--- src/rtl/ee2w_pkg.sv ---
package ee2w_pkg;
  typedef enum logic [2:0] {ST_IDLE, ST_RX, ST_RX_ACK, ST_TX, ST_TX_ACK} st_e;
  typedef enum logic [1:0] {RL_DEV, RL_WADDR, RL_DATA} role_e;
  localparam logic [3:0] DEV_TYPE = 4'b1010;
endpackage

--- src/rtl/ee2w_line_sync.sv ---
module ee2w_line_sync #(
  parameter int STAGES = 2
) (
  input  logic clk_i,
  input  logic rst_ni,
  input  logic scl_i,
  input  logic sda_i,
  output logic scl_o,
  output logic sda_o,
  output logic scl_rise_o,
  output logic scl_fall_o,
  output logic start_o,
  output logic stop_o
);
  // pipe[STAGES-1] is the synchronised value, pipe[STAGES] the previous one
  logic [STAGES:0] scl_p, sda_p;

  always_ff @(posedge clk_i or negedge rst_ni) begin
    if (!rst_ni) begin
      scl_p <= '1;
      sda_p <= '1;
    end else begin
      scl_p <= {scl_p[STAGES-1:0], scl_i};
      sda_p <= {sda_p[STAGES-1:0], sda_i};
    end
  end

  assign scl_o      = scl_p[STAGES-1];
  assign sda_o      = sda_p[STAGES-1];
  assign scl_rise_o = scl_p[STAGES-1] & ~scl_p[STAGES];
  assign scl_fall_o = ~scl_p[STAGES-1] & scl_p[STAGES];
  assign start_o    = scl_p[STAGES-1] & scl_p[STAGES] & sda_p[STAGES] & ~sda_p[STAGES-1];
  assign stop_o     = scl_p[STAGES-1] & scl_p[STAGES] & ~sda_p[STAGES] & sda_p[STAGES-1];
endmodule

--- src/rtl/ee2w_array.sv ---
module ee2w_array #(
  parameter int DEPTH = 256,
  localparam int AW = $clog2(DEPTH)
) (
  input  logic          clk_i,
  input  logic          rst_ni,
  input  logic          we_i,
  input  logic [AW-1:0] addr_i,
  input  logic [7:0]    wdata_i,
  output logic [7:0]    rdata_o
);
  logic [7:0] mem [DEPTH];

  always_ff @(posedge clk_i or negedge rst_ni) begin
    if (!rst_ni) begin
      for (int i = 0; i < DEPTH; i++) mem[i] <= '0;
    end else if (we_i) begin
      mem[addr_i] <= wdata_i;
    end
  end

  assign rdata_o = mem[addr_i];
endmodule

--- src/rtl/ee2w_slave.sv ---
module ee2w_slave
  import ee2w_pkg::*;
#(
  parameter int MEM_BYTES   = 256,
  parameter int PAGE_BYTES  = 8,
  parameter int BUSY_CYCLES = 1000
) (
  input  logic       clk_i,
  input  logic       rst_ni,
  input  logic       scl_i,
  input  logic       sda_i,
  output logic       sda_oe_o,
  input  logic [2:0] addr_pins_i,
  input  logic       wp_i
);
  localparam int AW  = $clog2(MEM_BYTES);
  localparam int PW  = $clog2(PAGE_BYTES);
  localparam int BCW = $clog2(BUSY_CYCLES + 1);

  logic scl_s, sda_s, scl_rise, scl_fall, start, stop;

  ee2w_line_sync #(.STAGES(2)) u_sync (
    .clk_i, .rst_ni, .scl_i, .sda_i,
    .scl_o(scl_s), .sda_o(sda_s), .scl_rise_o(scl_rise), .scl_fall_o(scl_fall),
    .start_o(start), .stop_o(stop)
  );

  st_e            state;
  role_e          role;
  logic [3:0]     bit_cnt;
  logic [7:0]     shreg, tx_sh;
  logic [AW-1:0]  ptr, ptr_pg;
  logic [BCW-1:0] busy_cnt;
  logic           rnw_q, wr_pend, oe_q;
  logic [7:0]     rdata;
  logic           rx_done, wr_en, dev_hit;

  assign rx_done = (state == ST_RX) && scl_fall && (bit_cnt == 4'd8);
  assign wr_en   = rx_done && (role == RL_DATA) && !wp_i;
  assign dev_hit = (shreg[7:4] == DEV_TYPE) && (shreg[3:1] == addr_pins_i);
  assign ptr_pg  = {ptr[AW-1:PW], ptr[PW-1:0] + 1'b1};  // write wraps inside page
  assign sda_oe_o = oe_q;

  ee2w_array #(.DEPTH(MEM_BYTES)) u_array (
    .clk_i, .rst_ni, .we_i(wr_en), .addr_i(ptr), .wdata_i(shreg), .rdata_o(rdata)
  );

  always_ff @(posedge clk_i or negedge rst_ni) begin
    if (!rst_ni) begin
      state    <= ST_IDLE;
      role     <= RL_DEV;
      bit_cnt  <= '0;
      shreg    <= '0;
      tx_sh    <= '0;
      ptr      <= '0;
      busy_cnt <= '0;
      rnw_q    <= 1'b0;
      wr_pend  <= 1'b0;
      oe_q     <= 1'b0;
    end else if (busy_cnt != '0) begin
      busy_cnt <= busy_cnt - 1'b1;
      state    <= ST_IDLE;
      oe_q     <= 1'b0;
    end else if (stop) begin
      state   <= ST_IDLE;
      oe_q    <= 1'b0;
      wr_pend <= 1'b0;
      if (wr_pend) busy_cnt <= BUSY_CYCLES[BCW-1:0];
    end else if (start) begin
      state   <= ST_RX;
      role    <= RL_DEV;
      bit_cnt <= '0;
      oe_q    <= 1'b0;
    end else begin
      unique case (state)
        ST_RX: begin
          if (scl_rise) begin
            shreg   <= {shreg[6:0], sda_s};
            bit_cnt <= bit_cnt + 1'b1;
          end else if (rx_done) begin
            if (role == RL_DEV) begin
              if (dev_hit) begin
                rnw_q <= shreg[0];
                oe_q  <= 1'b1;
                state <= ST_RX_ACK;
              end else begin
                state <= ST_IDLE;
              end
            end else begin
              if (role == RL_WADDR) ptr <= shreg[AW-1:0];
              if (wr_en) begin
                ptr     <= ptr_pg;
                wr_pend <= 1'b1;
              end
              oe_q  <= 1'b1;
              state <= ST_RX_ACK;
            end
          end
        end
        ST_RX_ACK: begin
          if (scl_fall) begin
            bit_cnt <= '0;
            if (role == RL_DEV && rnw_q) begin
              tx_sh <= rdata;
              oe_q  <= ~rdata[7];
              ptr   <= ptr + 1'b1;
              state <= ST_TX;
            end else begin
              oe_q  <= 1'b0;
              role  <= (role == RL_DEV) ? RL_WADDR : RL_DATA;
              state <= ST_RX;
            end
          end
        end
        ST_TX: begin
          if (scl_rise) begin
            bit_cnt <= bit_cnt + 1'b1;
          end else if (scl_fall) begin
            if (bit_cnt == 4'd8) begin
              oe_q  <= 1'b0;
              state <= ST_TX_ACK;
            end else begin
              oe_q  <= ~tx_sh[6];
              tx_sh <= {tx_sh[6:0], 1'b0};
            end
          end
        end
        ST_TX_ACK: begin
          if (scl_rise && sda_s) begin
            state <= ST_IDLE;  // controller declined more data
          end else if (scl_fall) begin
            bit_cnt <= '0;
            tx_sh   <= rdata;
            oe_q    <= ~rdata[7];
            ptr     <= ptr + 1'b1;
            state   <= ST_TX;
          end
        end
        default: ;
      endcase
    end
  end

  // the line is only pulled low while the bus clock is low
  a_r3_drive_on_low: assert property (@(posedge clk_i) disable iff (!rst_ni)
    $rose(sda_oe_o) |-> !scl_s);
  // silent and counting down while busy
  a_r7_busy_silent: assert property (@(posedge clk_i) disable iff (!rst_ni)
    (busy_cnt != '0) |-> !sda_oe_o);
  a_r7_busy_count: assert property (@(posedge clk_i) disable iff (!rst_ni)
    (busy_cnt != '0) |=> (busy_cnt == $past(busy_cnt) - 1'b1));
  // a stored byte never moves the pointer off its page
  a_r4_page_stay: assert property (@(posedge clk_i) disable iff (!rst_ni)
    wr_en |=> (ptr[AW-1:PW] == $past(ptr[AW-1:PW])));
  // an accepted start clears reception
  a_r1_start_rx: assert property (@(posedge clk_i) disable iff (!rst_ni)
    (start && !stop && busy_cnt == '0) |=> (state == ST_RX && bit_cnt == 4'd0 && role == RL_DEV));
  // a pending write only arises with protection off
  a_r8_wp_blocks: assert property (@(posedge clk_i) disable iff (!rst_ni)
    $rose(wr_pend) |-> !$past(wp_i));
endmodule

--- config.mk ---
export PLATFORM = sky130hd
export DESIGN_NAME = ee2w_slave
export DESIGN_NICKNAME = d
export VERILOG_FILES = /design/src/rtl/ee2w_pkg.sv /design/src/rtl/ee2w_line_sync.sv /design/src/rtl/ee2w_array.sv /design/src/rtl/ee2w_slave.sv
export SDC_FILE = /design/constraint.sdc
export NUM_CORES = 2
export LEC_CHECK = 0
export BUFFER_PORTS_ARGS = -buffer_cell sky130_fd_sc_hd__buf_2
export CELL_PAD_IN_SITES_DETAIL_PLACEMENT = 1
export CELL_PAD_IN_SITES_GLOBAL_PLACEMENT = 2
export CORE_ASPECT_RATIO = 0.8
export CORE_MARGIN = 2
export CORE_UTILIZATION = 48
export CTS_BUF_LIST = sky130_fd_sc_hd__clkbuf_16
export CTS_CLUSTER_SIZE = 12
export DETAILED_ROUTE_END_ITERATION = 10
export MAX_ROUTING_LAYER = met4
export PLACE_DENSITY_LB_ADDON = 0.3
export SLEW_MARGIN = 20
export SYNTH_ARGS = -nofsm -noshare
export SYNTH_HDL_FRONTEND = slang
export SYNTH_HIERARCHICAL = 1
export SYNTH_SLANG_ARGS = --single-unit
export TNS_END_PERCENT = 30
--- constraint.sdc ---
create_clock -name clk_i -period 4.61 [get_ports clk_i]
set_input_delay 1.383 -clock clk_i [delete_from_list [all_inputs] [get_ports clk_i]]
set_output_delay 1.383 -clock clk_i [all_outputs]
set_load 0.01 [all_outputs]
==> impl_metrics.tcl <==
set metrics [dict create \
    status "finished, final reports clean" \
    r2r_start "ptr[0]$_DFFE_PN0P_" \
    post-route-period-util_pct 87.3 \
    worstPathArrival_ps 4760 \
    max-clock-path-buffers 3 \
    path_clk_slew_ps 70 \
    core_sq_um 198000 \
    numCtsBuffers 211 \
    synth_edf_count 0 \
    gr-usage-all-layers_pct 28.1 \
    finalHoldViolations 0 \
    crit_type "reg -> reg" \
    insertion_delay_ps 840 \
    final_common_cell "dfrtp_1" \
    start_kind "register" \
    hp-class "reg -> reg" \
    ff2ff_setup_slack_ps 590 \
    slew_headroom_pct 15.1 \
    setup_viol 0 \
    fillers 18200 \
    row_count 146 \
    die_height_um 403 \
    drv_cap 0 \
    syn_nets 6131 \
    antenna_found_initial 1 \
    cts_root_buf "clkbuf_16" \
    netlist_area_sq_um 95500 \
    hpwl_um 171000 \
    grt_pass1_vias 60300 \
    postSynthAreaPerCell_sq_um 15.6 \
    worstSetupEndpointType "register" \
    multi_input_area_sq_um 41000 \
    power_density_nw_per_um2 396 \
    synth.distinct_cells 65 \
    vdd_drop_max_mv 0.511 \
    gp_congestion 0.844 \
    vias 55800 \
    vias_per_cell 6.21 \
    synth-seq-cells 2099 \
    drive_gt1_share_pct 39.9 \
    ant_nets 0 \
    whs_path_depth 0 \
    syn_inst 6119 \
    yosysSeqAreaShare_pct 55.0 \
    pin_count 9 \
    drt_iter0_drc 4163 \
    path_buf_inv 3 \
    worstPathMaxFanout 34 \
    cp_top_family "compound AO/OA/AOI/OAI gates" \
    tns_ps 0 \
    hold_start "u_sync/sda_p[0]$_DFF_PN1_" \
    synth_warnings 6 \
    start_util_pct 48.3 \
    grt.overflow.total 0 \
    ff_latch_area_sq_um 52600 \
    slowest_delay_ps 780 \
    cp_slowest_cell "o41ai_1" \
    cts-htree-levels 4 \
    min_to "u_sync/sda_p[1]$_DFF_PN1_" \
    area_growth_pct 11.1 \
    nNetsFinal 6177 \
    max_freq_mhz 248 \
    die_width_um 503 \
    final_cell_mix "2,083 x dfrtp_1, 1,255 x mux2_2, 815 x mux2_1, 512 x mux4_2, 256 x a22oi_1" \
    grt_setup_unrepaired "false" \
    route.final.wire_length_um 272000 \
    synthArstFlopShare_pct 100 \
    grt_max_degree 194 \
    worstPathRequired_ps 5340 \
    cts_sinks 2099 \
    die_area_sq_um 203000 \
    worst_pin_slew_ps 1270 \
    cts_setup_buffers 0 \
    grt_pass1_wl_um 414000 \
    routedWlPerCell_um 30.2 \
    cts_tree "done" \
    ctsResizeCount 0 \
    first_pass_iters 6 \
    fin_skew_ps 38.9 \
    drc_errors 0 \
    ctsHoldBuffers 0 \
    whs_ps 370 \
    ys.flop_type "dfrtp_1" \
    final_max_slew_viol_count 0 \
    layout_min_cycle_time_ps 4020 \
    p_leak_nw 50.2 \
    reg2reg_to "tx_sh[2]$_DFFE_PN0P_" \
    reg2regPathDepth 10 \
    port_buffers 8 \
    path_cells "buf_12 > buf_12 > buf_4 > mux4_2 > a22oi_1 > a21oi_1 > o41ai_1 > nand4_1 > mux2_2 > mux2_2" \
]
## worst max path at each step
stage,cells after the start,end,start,slack [ps]
global route,10,tx_sh[5]$_DFFE_PN0P_,ptr[0]$_DFFE_PN0P_,480
CTS,10,tx_sh[2]$_DFFE_PN0P_,ptr[0]$_DFFE_PN0P_,570
global placement,9,u_array/mem[858]$_DFFE_PN0P_,wp_i,190
floorplan,10,u_array/mem[1560]$_DFFE_PN0P_,wp_i,860
detailed placement,9,u_array/mem[863]$_DFFE_PN0P_,wp_i,150
finish,10,tx_sh[2]$_DFFE_PN0P_,ptr[0]$_DFFE_PN0P_,590
## worst reg2reg max path: stages (launching register included)
cell and delay, ps:
dfrtp_4 620, buf_12 230, buf_12 310, buf_4 340
mux4_2 550, a22oi_1 250, a21oi_1 110, o41ai_1 780
nand4_1 170, mux2_2 300, mux2_2 260
## area by class of cell
class                           count  share of cell area (%)
Clock buffer                      214                    5.05
Inverter                           11                  0.0389
Clock inverter                    155                   0.652
Timing Repair Buffer              302                    2.93
Tap cell                         2664                    3.14
Sequential cell                  2099                    49.5
Antenna cell                        3                 0.00707
Multi-Input combinational cell   3540                    38.7
## power breakdown
group / total [W] / internal (W) / switching, W / leakage [nW]
combinational: 0.00734 / 0.00191 / 0.00543 / 17.7
sequential: 0.0191 / 0.0185 / 0.000623 / 29.3
clock: 0.0156 / 0.00830 / 0.00726 / 3.25
total: 0.0420 / 0.0287 / 0.0133 / 50.2
## cell usage after synthesis (4+ instances only)
cell type / count / area share [%]
or3_1: 6 / 0.039
mux2i_1: 7 / 0.073
o31ai_1: 5 / 0.039
nand3_1: 16 / 0.084
nand2b_1: 11 / 0.072
nor2_4: 37 / 0.44
nor3_1: 13 / 0.068
mux4_2: 512 / 12
mux2_2: 1255 / 15
buf_4: 10 / 0.079
nand4_1: 13 / 0.085
a22oi_1: 256 / 2.0
dfrtp_1: 2093 / 55
nor2_2: 133 / 0.87
ha_1: 4 / 0.052
buf_6: 21 / 0.25
o21ai_0: 12 / 0.063
o41ai_1: 35 / 0.32
nor2b_1: 15 / 0.098
nor2_1: 52 / 0.20
and3_1: 6 / 0.039
a31oi_1: 5 / 0.033
inv_1: 11 / 0.043
dfstp_2: 6 / 0.17
clkbuf_1: 352 / 1.4
nand2_1: 117 / 0.46
a21oi_1: 159 / 0.83
mux2_1: 815 / 9.6
buf_1: 19 / 0.075
buf_2: 67 / 0.35
## stage by stage
stage | power [W] | util (%) | cell area [sq um] | std cells | setup WS, ps
2_1_floorplan | 0.0234 | - | 95500 | 6119 | 860
3_3_place_gp | 0.0267 | 50.6 | 100000 | 8616 | 193
3_5_place_dp | 0.0268 | 50.6 | 100000 | 8616 | 150
4_1_cts | 0.0424 | 53.6 | 106000 | 8985 | 568
5_1_grt | 0.0436 | 53.6 | 106000 | 8985 | 477
6_report | 0.0420 | 53.6 | 106000 | 8988 | 586
## state kept, by name, summed over array words and instances, names as in the netlist
| signal | flops |
|---|---|
| bit_cnt | 4 |
| busy_cnt | 10 |
| ptr | 8 |
| rnw_q | 1 |
| role | 2 |
| sda_oe_o | 1 |
| shreg | 8 |
| state | 3 |
| tx_sh | 7 |
| u_array/mem | 2048 |
| u_sync/scl_p | 3 |
| u_sync/sda_p | 3 |
| wr_pend | 1 |
## metal layers
layer	vias to the layer above	wire length (um)	GRT usage [%]
li1	23100	-	-
met1	31100	127000	41.3
met2	1297	125000	41.2
met3	333	14700	4.82
met4	0	5570	5.98
met5	-	0	-
## kinds of logic after synthesis
logic type               after synthesis  share of synthesized area [%]
AO/OA/AOI/OAI                        492                           3.48
XOR/XNOR                               5                         0.0458
adder cells (fa/ha/maj)                4                         0.0524
buffers and inverters                480                           2.18
flip-flops                          2099                           55.0
multiplexers                        2589                           36.5
AND/OR/NAND/NOR                      450                           2.73
Power figures use the tool's default switching activity.
